File: config.mk
export PLATFORM = sky130hd
export DESIGN_NAME = gpio_pwm_port
export DESIGN_NICKNAME = d
export VERILOG_FILES = /design/src/rtl/gpio_pwm_port.sv
export SDC_FILE = /design/constraint.sdc
export NUM_CORES = 1
export LEC_CHECK = 0
export BUFFER_PORTS_ARGS = -buffer_cell sky130_fd_sc_hd__buf_2
export CAP_MARGIN = 20
export CORE_MARGIN = 1
export CORE_UTILIZATION = 45
export DETAILED_ROUTE_END_ITERATION = 12
export GPL_TIMING_DRIVEN = 0
export PLACE_DENSITY = 0.75
export SYNTH_ARGS = -nofsm -noshare
export SYNTH_HDL_FRONTEND = slang
export SYNTH_SLANG_ARGS = --single-unit
File: constraint.sdc
create_clock -name clk -period 1.17 [get_ports clk]
set_clock_uncertainty 0.15 [all_clocks]
set_input_delay 0.117 -clock clk [delete_from_list [all_inputs] [get_ports clk]]
set_output_delay 0.117 -clock clk [all_outputs]
set_load 0.01 [all_outputs]
File: src/rtl/gpio_pwm_port.sv
module gpio_pwm_port #(
  parameter int W = 8,
  parameter int AW = 8,
  parameter logic [AW-1:0] DATA_ADDR = 8'h01,
  parameter logic [AW-1:0] DIR_ADDR  = 8'h05,
  parameter logic [AW-1:0] PWM_ADDR  = 8'h28
) (
  input  logic          clk,
  input  logic          rst_n,
  input  logic [AW-1:0] bus_addr,
  input  logic          bus_we,
  input  logic [W-1:0]  bus_wdata,
  output logic [W-1:0]  bus_rdata,
  input  logic [W-1:0]  pad_in,
  input  logic [W-1:0]  pwm_wave,
  output logic [W-1:0]  pad_out,
  output logic [W-1:0]  pad_oe
);

  logic [W-1:0] latch_q, dir_q, pwm_en_q, sync1_q, sync2_q, pin_view;
  logic hit_data, hit_dir, hit_pwm;

  assign hit_data = bus_addr == DATA_ADDR;
  assign hit_dir  = bus_addr == DIR_ADDR;
  assign hit_pwm  = bus_addr == PWM_ADDR;

  always_ff @(posedge clk or negedge rst_n) begin
    if (!rst_n) begin
      latch_q  <= '0;
      dir_q    <= '0;
      pwm_en_q <= '0;
      sync1_q  <= '0;
      sync2_q  <= '0;
    end else begin
      sync1_q <= pad_in;
      sync2_q <= sync1_q;
      if (bus_we && hit_data) latch_q  <= bus_wdata;
      if (bus_we && hit_dir)  dir_q    <= bus_wdata;
      if (bus_we && hit_pwm)  pwm_en_q <= bus_wdata;
    end
  end

  assign pad_out  = (pwm_en_q & pwm_wave) | (~pwm_en_q & latch_q);
  assign pad_oe   = pwm_en_q | dir_q;
  assign pin_view = (pwm_en_q & pwm_wave)
                  | (~pwm_en_q & dir_q & latch_q)
                  | (~pwm_en_q & ~dir_q & sync2_q);

  always_comb begin
    bus_rdata = '0;
    if (hit_data)     bus_rdata = pin_view;
    else if (hit_dir) bus_rdata = dir_q;
    else if (hit_pwm) bus_rdata = pwm_en_q;
  end

  logic [1:0] since_rst;
  always_ff @(posedge clk or negedge rst_n) begin
    if (!rst_n) since_rst <= '0;
    else if (since_rst != 2'd3) since_rst <= since_rst + 2'd1;
  end


  data_write_chk: assert property (@(posedge clk) disable iff (!rst_n)
    (bus_we && hit_data) |=> (((pad_out ^ $past(bus_wdata)) & ~pwm_en_q) == '0));


  dir_write_chk: assert property (@(posedge clk) disable iff (!rst_n)
    (bus_we && hit_dir) |=> (dir_q == $past(bus_wdata)));


  unmapped_ignore_chk: assert property (@(posedge clk) disable iff (!rst_n)
    (bus_we && !hit_data && !hit_dir && !hit_pwm)
      |=> ($stable(latch_q) && $stable(dir_q) && $stable(pwm_en_q)));


  sync_delay_chk: assert property (@(posedge clk) disable iff (!rst_n)
    (since_rst >= 2'd2) |-> (sync2_q == $past(pad_in, 2)));


  pwm_drive_chk: assert property (@(posedge clk) disable iff (!rst_n)
    ((pad_oe & pwm_en_q) == pwm_en_q) && (((pad_out ^ pwm_wave) & pwm_en_q) == '0));

endmodule

After elaboration in Yosys (flattened, before gate mapping)
Cells that the tools add are included.
{ "word_totals": {"inputBits": 35, "ff_bits": 40} }
{ "op_classes": {"n_reduce_logical": 3, "n_eq_ne": 3, "bitwise": 12, "muxes": 3} }
{ "ops": {"columns": ["op", "n"], "rows": [
  ["$and A8 B8 Y8", 6],
  ["$or A8 B8 Y8", 4],
  ["$mux W8", 3],
  ["$not A8 Y8", 2],
  ["$eq A8 B1 Y1 const B", 1],
  ["$eq A8 B3 Y1 const B", 1],
  ["$eq A8 B6 Y1 const B", 1],
  ["$logic_and A1 B1 Y1", 3]
]} }

Depth between registers and ports, before layout
Gate-level depths: netlist of the first run.
{ "depth": {"word_depth": 6, "mapped_depth": 5, "ltp_nobuf": 3} }

Worst setup path after synthesis of the first run
OpenSTA, ideal clock, no wires.
{ "synth_path": {"path_type": "input to register", "from": "input port bus_addr[2]", "to": "register latch_q[0]", "arrival_time_ns": 1.109, "slack_ns": -0.214, "setup_ns": 0.125, "path_buffers": 2, "stages": 5, "cell_sequence": "buf_2 -> nor2_1 -> buf_2 -> nand4_2 -> mux2_2"} }
{ "synth_between": {"elab_chain_len": 2} }
{ "synth_lines": {"columns": ["item", "line_no", "source"], "rows": [
  ["start, declared", "10", "input logic [AW-1:0] bus_addr,"],
  ["$eq A8 B1 Y1", "23", "assign hit_data = bus_addr == DATA_ADDR;"],
  ["$logic_and A1 B1 Y1", "37", "if (bus_we && hit_data) latch_q <= bus_wdata;"],
  ["end signal, assigned", "37", null],
  ["end, declared", "20", "logic [W-1:0] latch_q, dir_q, pwm_en_q, sync1_q, sync2_q, pin_view;"]
]} }
No other way between the ends.
A chain may end at the register's enable or synchronous reset.

Final worst setup path of the first run
{ "layout_path": {"from": "register dir_q[5]", "to": "output port bus_rdata[5]"} }
{ "layout_between": {"elab_chain_len": 5} }
{ "layout_lines": {"columns": ["item", "line_no", "source"], "rows": [
  ["start, declared", "20", null],
  ["start signal, assigned", "38", "if (bus_we && hit_dir) dir_q <= bus_wdata;"],
  ["$and A8 B8 Y8 / $not A8 Y8 (equally long branches)", "46, 47", null],
  ["$and A8 B8 Y8, on equally long branches", "46, 47", null],
  ["$or A8 B8 Y8 / $and A8 B8 Y8 (equally long branches)", "46, 47", null],
  ["$or A8 B8 Y8", "47", "| (~pwm_en_q & ~dir_q & sync2_q);"],
  ["$mux W8 *", "51", "if (hit_data) bus_rdata = pin_view;"],
  ["end, declared", "13", "output logic [W-1:0] bus_rdata,"]
]} }
Mark *: on every way between the ends. The rest lies on a longest branch, timed or not.

==> results.md, run 1 <==
* Sum of net half-perimeters after detailed placement at 2.89 mm
* Longest Clk Path Bufs at 2
* Cells along the critical path: mux2_4, mux2i_2, a22oi_2, buf_2
* Setup repair after global routing missed its margin: yes
* Measured slew at the worst slew-check pin at 863 ps
* DR top layer: met4
* Outcome: complete, but fails checks
* Die Span Y at 66.0 um
* Hold-fix buffer count after cts at 16
* Total congestion overflow after global routing at 0
* Effective utilization at floorplan at 48.6%
* Tightest Hold Check Type: input port to async pin
* Distinct cell type count of the synthesized netlist at 18
* Period utilisation layout at 147%
* Final Non-Filler Cells at 282
* Delay of the slowest cell on the worst path at 410 ps
* DRT antenna net count at 0
* Post-Syn Instances at 137
* First-pass GRT wire length at 7.18 mm
* Family of cells with the greatest summed delay on the critical path: multiplexers
* Number of remaining DRC errors at 0
* Maximum clock frequency at 0.580 GHz
* Total via count in the routed design at 1507
* Power after layout at 3.01 mW
* First-iteration detailed-routing DRC count at 47
* DIE AREA at 4360 um^2
* Top library cells by usage in the layout, fill and taps aside: sky130_fd_sc_hd__buf_2 (39), sky130_fd_sc_hd__dfrtp_1 (38), sky130_fd_sc_hd__buf_6 (26)
* Ys Warns at 0
* Violations in the final reports: negative hold slack, negative setup slack
* Largest fanout of any net on the critical path at 2
* Capturing element type of the critical path: output port
* WHS at -226 ps
* Wire length on met3 at 212 um
* # IOs at 59
* Number of clock sinks at 40
* Antenna diodes at 0
* All-Layer GR Usage at 23.1%
* Sequential area share after synthesis at 54.2%
* Input/output buffers at 57
* Mean routed wirelength per cell at 16.6 um
* Area of the core at 3800 um^2
* Routed metal-1 wire length at 1.79 mm
* Net count after synthesis at 172
* Depth of the CTS H-tree at 2
* Arrival time reported for the critical path endpoint at 1460 ps
* Setup total negative slack at -10360 ps
* Count of buffer and inverter cells on the critical path at 1
* Power density cells at 1040 nW/um^2
* Setup CP Type: flip-flop to output port
* Worst setup margin at -553 ps
* Layout cells sized above 1 at 64.1%
* Commonest non-fill, non-tap cell in the layout: sky130_fd_sc_hd__buf_2
* Vias per cell at 5.34
* Maximum number of pins on one net before global-route repair at 41
* Nature of the critical path startpoint: flip-flop
* Number of setup violations in the final report at 48
* Antenna violations before repair at 0
* Register bit total from synthesis at 40
* Number of failing hold endpoints at the final stage at 40
* Static leakage at 1.44 nW
* Row count at 22
* Clock transition time at the flip-flop clock pins of the worst setup and hold paths at 70 ps
* Avg Cell Area, Syn at 13.5 um^2
* Crit path max-delay cell type: sky130_fd_sc_hd__dfrtp_1
* Dpl cells at 242
* Placer congestion estimate at 0.744
* Highest ir drop seen on vdd at 1.01 mV
* Post-synthesis instance area at 1850 um^2
* Vias in the first global route at 1532
* Shortest period the worst path allows at 1720 ps
* Max Transition Viols Final at 0
* # nets final at 268
* Number of detailed-route iterations in the first pass at 4
* Synthesis-to-layout area growth at 57.2%
* Number of buffers inserted during clock tree synthesis at 5
* Worst path required time at 900 ps
* Clock tree from TritonCTS: yes
* Buffer cell driving the clock tree root: sky130_fd_sc_hd__clkbuf_8
* Source-to-sink clock delay at the later pin of the worst-skew pair at 290 ps
* Die outline width at 66.0 um
* Total Wirelength at 4.68 mm
* Number of max-cap violations at 0
* Amount of wire on met2 after detailed routing at 2.58 mm
* Worst slew margin at 42.4%
worst paths after layout:
| kind | endpoint | startpoint | cells after the start | slack [ps] |
|---|---|---|---|---|
| min in group clk | dir_q[2] | bus_addr[2] | 3 | 190 |
| hold / removal | sync2_q[2] | rst_n | 1 | -230 |
| max in group asynchronous | pwm_en_q[5] | rst_n | 1 | 490 |
| setup / recovery | bus_rdata[5] | dir_q[5] | 4 | -550 |
| setup reg to reg | dir_q[5] | dir_q[5] | 3 | -20 |
| hold reg to reg | sync2_q[0] | sync1_q[0] | 0 | 200 |
kinds of logic (layout without fill, tap and decap cells):
kind of cell / after synthesis / count (layout) / share of synthesized area [%]
compound gates: 8 / 8 / 3.25
mux: 42 / 42 / 25.1
buf+inv: 6 / 103 / 1.56
simple gates: 41 / 41 / 15.9
flops: 40 / 40 / 54.2
area by class of cell:
type                            count  area, um^2
Buffer                              6        53.8
Clock buffer                        8        90.1
Fill cell                         254         897
Multi-Input combinational cell     91         990
Sequential cell                    40        1000
Tap cell                           48        60.1
Timing Repair Buffer               89         704
power by group:
part | internal [mW] | total [mW] | switching (mW) | leakage (nW)
sequential | 1.45 | 1.50 | 0.0461 | 0.514
clock | 0.480 | 0.918 | 0.438 | 0.0455
combinational | 0.361 | 0.595 | 0.235 | 0.879
total | 2.29 | 3.01 | 0.718 | 1.44
sequential cells by signal, summed over array words and instances, names as in the netlist:
signal / count
sync2_q: 8
dir_q: 8
pwm_en_q: 8
latch_q: 8
sync1_q: 8
layer usage:
metal | global-route usage [%] | vias to the layer above
li1 | - | 703
met1 | 26.4 | 748
met2 | 41.2 | 46
met3 | 6.21 | 10
met4 | 7.98 | 0
met5 | 0 | -
metrics by stage:
step	setup slack (ps)	hold WS (ps)	util [%]	area [um^2]
final	-553	-226	76.4	2900
after global routing	-593	-142	76.4	2900
after CTS	-550	-192	73.6	2790
after detailed placement	-634	76.3	61.5	2330
after global placement	-605	74.6	61.5	2330
after floorplan	-198	-329	-	1990
cell usage after synthesis:
master                     count  area [um^2]
sky130_fd_sc_hd__mux2_2       34          383
sky130_fd_sc_hd__nand4_2       2         25.0
sky130_fd_sc_hd__a22oi_1       8         60.1
sky130_fd_sc_hd__nand4_1       8         50.1
sky130_fd_sc_hd__or2_2         8         50.1
sky130_fd_sc_hd__clkbuf_1      1         3.75
sky130_fd_sc_hd__nor3b_1       1         7.51
sky130_fd_sc_hd__and3b_2       1         10.0
sky130_fd_sc_hd__nand3_1       8         40.0
sky130_fd_sc_hd__nand2b_1      8         50.1
sky130_fd_sc_hd__nand4_4       1         21.3
sky130_fd_sc_hd__buf_2         5         25.0
sky130_fd_sc_hd__and3_1        1         6.26
sky130_fd_sc_hd__dfrtp_1      40         1000
sky130_fd_sc_hd__nor4b_4       1         23.8
sky130_fd_sc_hd__mux2i_1       8         80.1
sky130_fd_sc_hd__nor3_1        1         5.00
sky130_fd_sc_hd__nor2_1        1         3.75
timing repair:
item                                    4_1_cts  5_1_grt
cloned                                        0        0
pin swaps                                    13        8
endpoints found under the setup margin       46       46
setup buffers                                 9        8
gates resized for setup                      29       14
endpoints found under the hold margin        72       40
No activity file was read; power rests on OpenSTA's default activity.
==> inputs of run 2 (changes only) <==
==> constraint.sdc (replaced) <==
create_clock -name clk -period 1.17 [get_ports clk]
set_clock_uncertainty 0.15 [all_clocks]
set_input_delay 0.234 -clock clk [delete_from_list [all_inputs] [get_ports clk]]
set_output_delay 0.234 -clock clk [all_outputs]
set_load 0.01 [all_outputs]
==> run 2 against run 1 <==
The run still ends with negative hold slack, negative setup slack left. Worst setup slack lost 110 ps. Cell count decreased by 3.5%. Hold slack improved by 120 ps. Design area decreased by 2.7%. Die area is the same. Core utilization fell by 2.0 points. Count of clock-buffer cells in the layout shrank 1. Combinational power shrank 3%. Clock power rose by 6.0%. Maximum frequency is 6.1% lower. Non-clock buffer count is 9 lower.
==> results.md, run 2 (synthesized netlist as in run 1, its figures left out) <==
* Highest ir drop seen on vdd at 0.892 mV
* Clock Power Share at 31.9%
* Nature of the critical path startpoint: flip-flop
* Sequential cell area at 1000 um^2
* Top library cells by usage in the layout, fill and taps aside: sky130_fd_sc_hd__buf_2 (40), sky130_fd_sc_hd__dfrtp_1 (38), sky130_fd_sc_hd__buf_6 (25)
* Net load switching power at 730 uW
* Setup repair after global routing missed its margin: yes
* First-iteration detailed-routing DRC count at 61
* Cell Int Power at 2.32 mW
* Commonest non-fill, non-tap cell in the layout: sky130_fd_sc_hd__buf_2
* Capturing element type of the critical path: output port
* Place WS at -740 ps
* Synthesis-to-layout area growth at 53.0%
* Area of the core at 3800 um^2
* Buffer cell driving the clock tree root: sky130_fd_sc_hd__clkbuf_8
* DIE AREA at 4360 um^2
* Number of clock sinks at 40
* DRT antenna net count at 0
* Start point of the critical path: pwm_en_q[4]
* Arrival time reported for the critical path endpoint at 1450 ps
* Number of failing hold endpoints at the final stage at 40
* Shortest period the worst path allows at 1840 ps
* Area occupied by multi-input gates at 997 um^2
* Worst slew margin at 41.6%
* Total cell area at the placement stage at 2300 um^2
* Combinational share of power at 19.0%
* Number of remaining DRC errors at 0
* Measured slew at the worst slew-check pin at 876 ps
* Power density cells at 1080 nW/um^2
* Total congestion overflow after global routing at 0
* Largest fanout of any net on the critical path at 3
* Startpoint of the worst-slack reg-to-reg timing path: pwm_en_q[4]
* Placer congestion estimate at 0.739
* # IOs at 59
* Vias per cell at 5.44
* Depth of the CTS H-tree at 2
* Worst path required time at 790 ps
* Final cell area excluding filler cells at 2820 um^2
* Vias in the first global route at 1556
* Mean routed wirelength per cell at 17.1 um
* Row count at 22
* Number of setup violations in the final report at 48
* # nets final at 259
* Hold-fix buffer count after cts at 8
* Static leakage at 1.41 nW
* Max Transition Viols Final at 0
* All-Layer GR Usage at 23.6%
* Power after layout at 3.05 mW
* Source-to-sink clock delay at the later pin of the worst-skew pair at 290 ps
* Outcome: complete, but fails checks
* Part of the power in registers at 49.1%
* Setup CP Type: flip-flop to output port
* Antenna diodes at 0
* Layout cells sized above 1 at 68.3%
* Clock transition time at the flip-flop clock pins of the worst setup and hold paths at 70 ps
* Input/output buffers at 57
* Violations in the final reports: negative hold slack, negative setup slack
* Die Span Y at 66.0 um
* Period utilisation layout at 157%
* Switching Share at 23.9%
* Number of max-cap violations at 0
* First-pass GRT wire length at 7.40 mm
* Antenna violations before repair at 0
* Total via count in the routed design at 1479
* Effective utilization at floorplan at 48.6%
* WHS at -103 ps
* Number of buffers inserted during clock tree synthesis at 5
* Number of filler instances in the final layout at 255
* Die outline width at 66.0 um
* Worst setup margin at -665 ps
* Longest Clk Path Bufs at 2
* Total Wirelength at 4.66 mm
* Maximum number of pins on one net before global-route repair at 41
* Tightest Hold Check Type: input port to async pin
* Sum of net half-perimeters after detailed placement at 3.02 mm
* Clock tree from TritonCTS: yes
* Maximum clock frequency at 0.545 GHz
* Number of detailed-route iterations in the first pass at 4
* Utilization after layout at 74.3%
## run 2: cell types whose count changed in the layout (fill, tap and decap cells not counted), sizes merged
cell         before  now
dlygate4sd3      16    8
clkbuf            9    7
## run 2: worst max-delay path: stages, from the launching register on
cell                      delay (ps)
sky130_fd_sc_hd__dfrtp_1         430
sky130_fd_sc_hd__mux2_4          330
sky130_fd_sc_hd__mux2i_2         180
sky130_fd_sc_hd__a22oi_2          70
sky130_fd_sc_hd__buf_2           150
## run 2: what timing repair did
action                     in CTS  in global routing
setup endpoints to repair      48                 48
pin swaps                      14                  6
hold endpoints to repair       48                 28
resized for setup              46                  8
buffers inserted                9                  6
## run 2: area by class of cell
class                           count  area share, %
Clock buffer                        7           3.41
Sequential cell                    40           35.5
Multi-Input combinational cell     91           35.3
Buffer                              6           2.17
Tap cell                           48           2.13
Timing Repair Buffer               80           21.4
## run 2: path summary, 6_finish.rpt
check | end | slack, ps | cells after the start
setup reg to reg | pwm_en_q[4] | -50 | 3
setup / recovery | bus_rdata[4] | -670 | 4
hold reg to reg | sync2_q[5] | 200 | 0
max in group asynchronous | pwm_en_q[5] | 350 | 1
hold / removal | sync2_q[2] | -100 | 1
min in group clk | latch_q[7] | 60 | 2
## run 2: metal layers
layer | global-route usage (%) | vias to the layer above | routed length (um)
li1 | - | 679 | -
met1 | 27.5 | 723 | 1850
met2 | 39.9 | 63 | 2420
met3 | 5.86 | 14 | 259
met4 | 12.0 | 0 | 124
met5 | 0 | - | 0
## run 2: power groups by stage
stage,sequential (mW),combinational (mW),clock [mW]
floorplan,1.50,0.214,0
global placement,1.51,0.372,0
detailed placement,1.52,0.386,0
finish,1.50,0.578,0.973
global route,1.50,0.615,1.06
CTS,1.50,0.540,0.987
## run 2: per-stage QoR
stage	TNS, ps	instances
after floorplan	-6950	137
after global placement	-19400	242
after detailed placement	-19590	242
after CTS	-13460	266
after global routing	-15970	272
final	-14070	272
